===== config.mk =====
export PLATFORM = sky130hd
export DESIGN_NAME = step_profile_gen
export DESIGN_NICKNAME = d
export VERILOG_FILES = /design/src/rtl/stp_pkg.sv /design/src/rtl/stp_tick_div.sv /design/src/rtl/stp_accum.sv /design/src/rtl/stp_sequencer.sv /design/src/rtl/step_profile_gen.sv
export SDC_FILE = /design/constraint.sdc
export NUM_CORES = 1
export LEC_CHECK = 0
export ABC_CLOCK_PERIOD_IN_PS = 4200
export BUFFER_PORTS_ARGS = -buffer_cell sky130_fd_sc_hd__buf_2
export CAP_MARGIN = 20
export CORE_MARGIN = 4
export CORE_UTILIZATION = 40
export DETAILED_ROUTE_END_ITERATION = 6
export GPL_ROUTABILITY_DRIVEN = 0
export GPL_TIMING_DRIVEN = 0
export PLACE_DENSITY = 0.57
export SYNTH_ARGS = -nofsm -noshare
export SYNTH_HDL_FRONTEND = slang
export SYNTH_SLANG_ARGS = --single-unit

===== constraint.sdc =====
create_clock -name clk_i -period 4.2 [get_ports clk_i]
set_input_delay 0.21 -clock clk_i [delete_from_list [all_inputs] [get_ports clk_i]]
set_output_delay 0.21 -clock clk_i [all_outputs]
set_load 0.02 [all_outputs]

===== src/rtl/stp_pkg.sv =====
package stp_pkg;
  typedef enum logic {
    SEQ_IDLE = 1'b0,
    SEQ_RUN  = 1'b1
  } seq_state_e;
endpackage


===== src/rtl/stp_tick_div.sv =====
module stp_tick_div #(
  parameter int TICK_DIV = 4
) (
  input  logic clk_i,
  input  logic rst_ni,
  output logic tick_o
);
  localparam int CW = $clog2(TICK_DIV);
  localparam logic [CW-1:0] LAST = CW'(TICK_DIV - 1);

  logic [CW-1:0] cnt_q;

  always_ff @(posedge clk_i or negedge rst_ni) begin
    if (!rst_ni)            cnt_q <= '0;
    else if (cnt_q == LAST) cnt_q <= '0;
    else                    cnt_q <= cnt_q + CW'(1);
  end

  assign tick_o = (cnt_q == LAST);
endmodule


===== src/rtl/stp_accum.sv =====
module stp_accum #(
  parameter int RATE_SCALE  = 1,
  parameter int RATE_RES    = 4,
  parameter int ACCEL_SCALE = 4,
  parameter int ACCEL_RES   = 8,
  parameter int ACCUM_RES   = 8,
  parameter int HAS_DIR     = 1
) (
  input  logic                            clk_i,
  input  logic                            rst_ni,
  input  logic                            tick_i,
  input  logic                            load_i,
  input  logic                            clear_i,
  input  logic [RATE_RES-RATE_SCALE:0]    rate_cmd_i,
  input  logic [ACCEL_RES-ACCEL_SCALE:0]  accel_i,
  output logic                            wrap_o,
  output logic                            step_o,
  output logic                            dir_o
);
  localparam int RATE_W = 1 + ACCEL_RES - RATE_SCALE;
  localparam int ACC_W  = 1 + ACCEL_RES - ACCEL_SCALE;
  localparam int CMD_SH = ACCEL_RES - RATE_RES;
  localparam int ANG_SH = ACCEL_RES - ACCUM_RES;
  localparam int SUM_W  = ACCUM_RES + 2;

  logic signed [RATE_W-1:0] rate_q, rate_ld, rate_ang;
  logic signed [ACC_W-1:0]  accel_q;
  logic [ACCUM_RES-1:0]     phase_q;
  logic signed [SUM_W-1:0]  sum;
  logic                     wrap_up, wrap_dn, step_q;

  always_comb begin
    rate_ld  = {rate_cmd_i, {CMD_SH{1'b0}}};
    rate_ang = rate_q >>> ANG_SH;
    sum      = $signed({2'b00, phase_q}) + SUM_W'(rate_ang);
    wrap_dn  = sum[SUM_W-1];
    wrap_up  = ~sum[SUM_W-1] & sum[SUM_W-2];
  end

  assign wrap_o = tick_i & (wrap_up | wrap_dn);

  // speed/acceleration registers: load beats clear beats integrate
  always_ff @(posedge clk_i or negedge rst_ni) begin
    if (!rst_ni) begin
      rate_q  <= '0;
      accel_q <= '0;
    end else if (load_i) begin
      rate_q  <= rate_ld;
      accel_q <= accel_i;
    end else if (clear_i) begin
      rate_q  <= '0;
      accel_q <= '0;
    end else if (tick_i) begin
      rate_q  <= rate_q + RATE_W'(accel_q);
    end
  end

  always_ff @(posedge clk_i or negedge rst_ni) begin
    if (!rst_ni) begin
      phase_q <= '0;
      step_q  <= 1'b0;
    end else begin
      step_q <= wrap_o;
      if (tick_i) phase_q <= sum[ACCUM_RES-1:0];
    end
  end

  assign step_o = step_q;

  generate
    if (HAS_DIR != 0) begin : g_dir
      logic dir_q;
      always_ff @(posedge clk_i or negedge rst_ni) begin
        if (!rst_ni)     dir_q <= 1'b0;
        else if (tick_i) dir_q <= rate_q[RATE_W-1];
      end
      assign dir_o = dir_q;
    end else begin : g_nodir
      assign dir_o = 1'b0;
    end
  endgenerate
endmodule


===== src/rtl/stp_sequencer.sv =====
module stp_sequencer
  import stp_pkg::*;
#(
  parameter int COUNT_W = 8,
  parameter int MODE_W  = 2
) (
  input  logic               clk_i,
  input  logic               rst_ni,
  input  logic               run_i,
  input  logic               wrap_i,
  input  logic               word_valid_i,
  input  logic [COUNT_W-1:0] word_count_i,
  input  logic [MODE_W-1:0]  word_mode_i,
  output logic               load_o,
  output logic               clear_o,
  output logic [MODE_W-1:0]  mode_o,
  output logic               done_o
);
  seq_state_e         state_q;
  logic [COUNT_W-1:0] remain_q;
  logic [MODE_W-1:0]  mode_q;
  logic               last_step, start;

  always_comb begin
    start     = (state_q == SEQ_IDLE) & run_i & word_valid_i;
    last_step = (state_q == SEQ_RUN) & wrap_i & (remain_q == '0);
    load_o    = start | (last_step & word_valid_i);
    clear_o   = last_step & ~word_valid_i;
  end

  always_ff @(posedge clk_i or negedge rst_ni) begin
    if (!rst_ni) begin
      state_q  <= SEQ_IDLE;
      remain_q <= '0;
      mode_q   <= '0;
    end else if (load_o) begin
      state_q  <= SEQ_RUN;
      remain_q <= word_count_i;
      mode_q   <= word_mode_i;
    end else if (clear_o) begin
      state_q  <= SEQ_IDLE;
    end else if ((state_q == SEQ_RUN) && wrap_i) begin
      remain_q <= remain_q - COUNT_W'(1);
    end
  end

  assign mode_o = mode_q;
  assign done_o = (state_q == SEQ_IDLE);
endmodule


===== src/rtl/step_profile_gen.sv =====
module step_profile_gen #(
  parameter int TICK_DIV    = 4,
  parameter int RATE_SCALE  = 1,
  parameter int RATE_RES    = 4,
  parameter int ACCEL_SCALE = 4,
  parameter int ACCEL_RES   = 8,
  parameter int ACCUM_RES   = ACCEL_RES,
  parameter int COUNT_W     = 8,
  parameter int MODE_W      = 2,
  parameter int HAS_DIR     = 1
) (
  input  logic                            clk_i,
  input  logic                            rst_ni,
  input  logic                            run_i,
  input  logic                            word_valid_i,
  input  logic [RATE_RES-RATE_SCALE:0]    word_rate_i,
  input  logic [ACCEL_RES-ACCEL_SCALE:0]  word_accel_i,
  input  logic [COUNT_W-1:0]              word_count_i,
  input  logic [MODE_W-1:0]               word_mode_i,
  output logic                            word_pop_o,
  output logic                            step_o,
  output logic                            dir_o,
  output logic [MODE_W-1:0]               mode_o,
  output logic                            done_o
);
  logic tick, wrap, load, clear;

  stp_tick_div #(.TICK_DIV(TICK_DIV)) u_div (
    .clk_i  (clk_i),
    .rst_ni (rst_ni),
    .tick_o (tick)
  );

  stp_accum #(
    .RATE_SCALE  (RATE_SCALE),
    .RATE_RES    (RATE_RES),
    .ACCEL_SCALE (ACCEL_SCALE),
    .ACCEL_RES   (ACCEL_RES),
    .ACCUM_RES   (ACCUM_RES),
    .HAS_DIR     (HAS_DIR)
  ) u_acc (
    .clk_i      (clk_i),
    .rst_ni     (rst_ni),
    .tick_i     (tick),
    .load_i     (load),
    .clear_i    (clear),
    .rate_cmd_i (word_rate_i),
    .accel_i    (word_accel_i),
    .wrap_o     (wrap),
    .step_o     (step_o),
    .dir_o      (dir_o)
  );

  stp_sequencer #(.COUNT_W(COUNT_W), .MODE_W(MODE_W)) u_seq (
    .clk_i        (clk_i),
    .rst_ni       (rst_ni),
    .run_i        (run_i),
    .wrap_i       (wrap),
    .word_valid_i (word_valid_i),
    .word_count_i (word_count_i),
    .word_mode_i  (word_mode_i),
    .load_o       (load),
    .clear_o      (clear),
    .mode_o       (mode_o),
    .done_o       (done_o)
  );

  assign word_pop_o = load;
endmodule


==> results.txt <==
- Summed over all nets, the switching power comes to 0.843 mW.
- Most frequent standard cell in the layout excluding fill and tap cells: dfrtp_1
- Highest net fanout along the worst path: 10
- Starting utilization of the core area: 0.411
* CP cell instances: ha_1 > fa_1 > a21o_1 > a221o_1 > o31ai_2 > mux2i_2 > o31ai_4 > buf_2 > buf_2
* Primary FF master, synth: dfrtp_1
- Worst min-delay path class: primary input to async pin
- Clock root buffer master: clkbuf_8
- Yosys printed 0 warnings.
* Switching share of power: 0.413
* Pre-CTS setup slack: 918 ps
* Post-CTS setup buffer count: 0
- Including well taps, the total number of placed cells is 323.
- Sequential group share of total power: 0.319
* Global route overflow: 0
- Number of nets at the end of the flow: 301
* Worst-Margin Slew: 844 ps
- In the routed layout, each cell is associated on average with a via count of 5.31.
- The final max-slew violation count is 0.
* CP max stage cell: o31ai_4
- The worst setup path is captured at an output pin.
- The number of antenna violations at the first check in global routing came to 0.
* DRC violation count after routing: 0
* Max-cap violations: 0
- Maximum VDD drop: 412 uV
- The share of total power dissipated in combinational logic is 0.549.
- The worst path needs 3520 ps of the cycle, external delays included.
* Highest Clock Rate: 0.284 GHz
* Share of the synthesized area in compound gates (AO/OA/AOI/OAI): 0.204
- GRT Total Usage: 0.147
- A synthesized cell averages 10.1 sq um.
- For met2 alone, demand over resource in global routing was 0.230.
- Of the post-synthesis cell area, the dominant cell type holds 0.401.
* Post-synth EDFFs: 0
* Sequential share of the synthesized area: 0.401
* Crit path launch type: register
- TritonCTS built the clock tree.
* Post-CTS Hold Fix Bufs: 0
* Clock sinks: 36
* Number of flip-flops and latches in the synthesized netlist: 36
* Unrepaired setup endpoints after global routing: no
- Post-synthesis share of cell area spent on and, or, nand and nor gates: 0.127
- Summed over all layers, the routed wires come to 4740 um.
- Share of cell area taken by muxes after synthesis: 0.0729
- Final worst-path setup slack: 683 ps
- Counting along the longest clock path gives a buffer depth of 2.
- The critical path starts at u_acc.rate_ang[0].
- Adder-cell share of the synthesized area: 0.118
- Internal Pwr Total: 1.20 mW
* Final period utilization: 0.837
- The most numerous cell type found on the critical path is buf_2.
* Height of the die: 83.0 um
* Global routing usage on met1: 0.205
* Number of nets produced by synthesis: 266
* Count of unique library cells instantiated by Yosys: 40
- Layout cell share with drive strength beyond 1: 0.209
- Most used routing layer: met2
- Yosys attributes the largest share of cell area to dfrtp_1 40%, ha_1 10%, xnor2_1 4.3%.
- Once the clock tree was built, the resizer swapped 0 gates to a different size.
* Commonest cells after routing, fill and taps aside: 36 x dfrtp_1, 31 x buf_2, 22 x nor2_1
- At the worst endpoint, the arrival time is 3310 ps.
* Clock insertion delay at the later pin of the skew report: 280 ps
- Setup violations remaining at the end of the flow were counted as 0.
- Leakage power total: 1.18 nW
- Number of fill cells in the layout: 550
- Reg2reg start: u_acc.rate_ang[0]
* Required time of the critical path: 3990 ps
* Maximum level of the CTS H-tree: 2
- Vias in the first global route: 1758
- Final Skew: 7.00 ps
* Number of nets with antenna violations after detailed routing: 0
- Of the total synthesized cell area, the portion taken by XOR and XNOR cells is 0.0468.
- Compared with the post-synthesis result, the final layout area differs by 14.5%.
- Setup total negative slack: 0 ps
* Largest net degree at the start of global routing: 37
- Final Non-Filler Cells: 330
* WL per Instance: 14.4 um
- Inserted Clock Buffers: 5
* Syn Std Cell Area: 2250 sq um
- Clock share of power: 0.132
* Area of all sequential standard cells: 901 sq um
- The floorplan step defined a die boundary enclosing 6880 sq um.
* Post-detail-place hpwl: 3460 um
* Hold Violations, Final: 0
- Port buffer count: 28
- Vias after detailed routing: 1751
* Combinational family with the most area after synthesis: compound AO/OA/AOI/OAI gates
- Total iterations of the first detailed-routing run: 4
* Area taken by multi-input logic gates: 1280 sq um
* Fraction of synthesis flops using an asynchronous set or reset pin: 1.00
- For this design the top-level I/O count stands at 29.
* Area of the core region: 5470 sq um
- For this run, the slowest stage of the critical path takes 480 ps.
* Number of antenna repair diodes: 0
- Clock transition time at the flip-flop clock pins of the worst setup and hold paths: 70 ps
- Of all cell types, the one taking the most synthesized area is dfrtp_1.
* Worst Setup Path Type: register to output pin
- The worst pin sits at a relative slew slack of 0.438.
* # rows: 27
- In the synthesized netlist, the number of instances is 223.
* Global routing usage on met3: 0.0327
- After the first detailed-routing iteration, the DRC count stood at 52.
* Global-route wire length before repair: 8380 um
* Chip Width: 83.0 um
* Outcome: finished, final reports clean
* Power Density: 793 nW/um^2
final timing paths:
path / endpoint / slack [ps] / cells after the start
worst max-delay path: word_pop_o / 680 / 9
worst min-delay path: u_acc.accel_q[1] / 30 / 1
worst max register to register: u_acc.accel_q[0] / 950 / 9
worst min register to register: u_div.cnt_q[0] / 430 / 1
max in group asynchronous: u_acc.rate_ang[3] / 3630 / 1
min in group clk_i: u_acc.rate_ang[6] / 130 / 3
synth_stat cells, types with 2 or more instances:
cell type and instances:
a211oi_1 8, a21o_1 8, a21oi_1 15, a221o_1 2, a221oi_2 2, a22o_1 5
a31oi_1 2, and3_1 3, buf_2 3, clkbuf_1 2, dfrtp_1 36, fa_1 2
ha_1 18, inv_1 9, mux2_2 8, mux2i_1 6, nand2_1 14, nand3_1 5
nor2_1 22, nor2b_1 3, nor3_1 8, nor3b_1 3, o21ai_0 10, o21bai_1 3
xnor2_1 11
power by group through the flow:
stage          Sequential (mW)  Combinational (mW)  Clock (mW)
2_1_floorplan            0.636               0.905           0
3_5_place_dp             0.656                1.12           0
3_3_place_gp             0.657                1.11           0
4_1_cts                  0.651                1.13       0.281
6_report                 0.650                1.12       0.270
5_1_grt                  0.675                1.28       0.292
metrics by stage:
stage / hold WS (ps) / cell area, sq um / power [mW] / util
finish: 28.5 / 2570 / 2.04 / 0.470
floorplan: -85.6 / 2250 / 1.54 / -
global placement: 377 / 2480 / 1.76 / 0.453
CTS: 56.9 / 2570 / 2.06 / 0.470
global route: 84.4 / 2570 / 2.25 / 0.470
detailed placement: 367 / 2480 / 1.77 / 0.453
routing by layer:
metal | vias to the layer above | routed length [um]
li1 | 888 | -
met1 | 833 | 2380
met2 | 25 | 2150
met3 | 5 | 158
met4 | 0 | 48
met5 | - | 0
state kept, by name, indices dropped and copies added (netlist names):
| name | cells |
|---|---|
| u_seq.remain_q | 8 |
| u_acc.step_o | 1 |
| u_acc.rate_ang | 8 |
| u_acc.accel_q | 5 |
| u_seq.state_q | 1 |
| u_acc.phase_q | 8 |
| u_acc.dir_o | 1 |
| u_div.cnt_q | 2 |
| u_seq.mode_o | 2 |
critical path, delay by kind of cell (launching register included):
kind | cells | cell delay, ps
multiplexers | 1 | 190
adder cells (fa/ha/maj) | 2 | 640
flip-flops | 1 | 400
buffers and inverters | 2 | 500
AO/OA/AOI/OAI | 4 | 1290
cell families after synthesis:
kind of cell / after synthesis
buffers and inverters: 15
AND/OR/NAND/NOR: 62
XOR/XNOR: 12
AO/OA/AOI/OAI: 63
flip-flops: 36
multiplexers: 15
adder cells (fa/ha/maj): 20
final cells by class:
cell class | count | area share
Timing Repair Buffer | 28 | 0.0544
Sequential cell | 36 | 0.350
Clock buffer | 7 | 0.0374
Inverter | 9 | 0.0131
Tap cell | 72 | 0.0350
Multi-Input combinational cell | 172 | 0.497
Buffer | 6 | 0.0131
(Power assumes the default switching activity.)
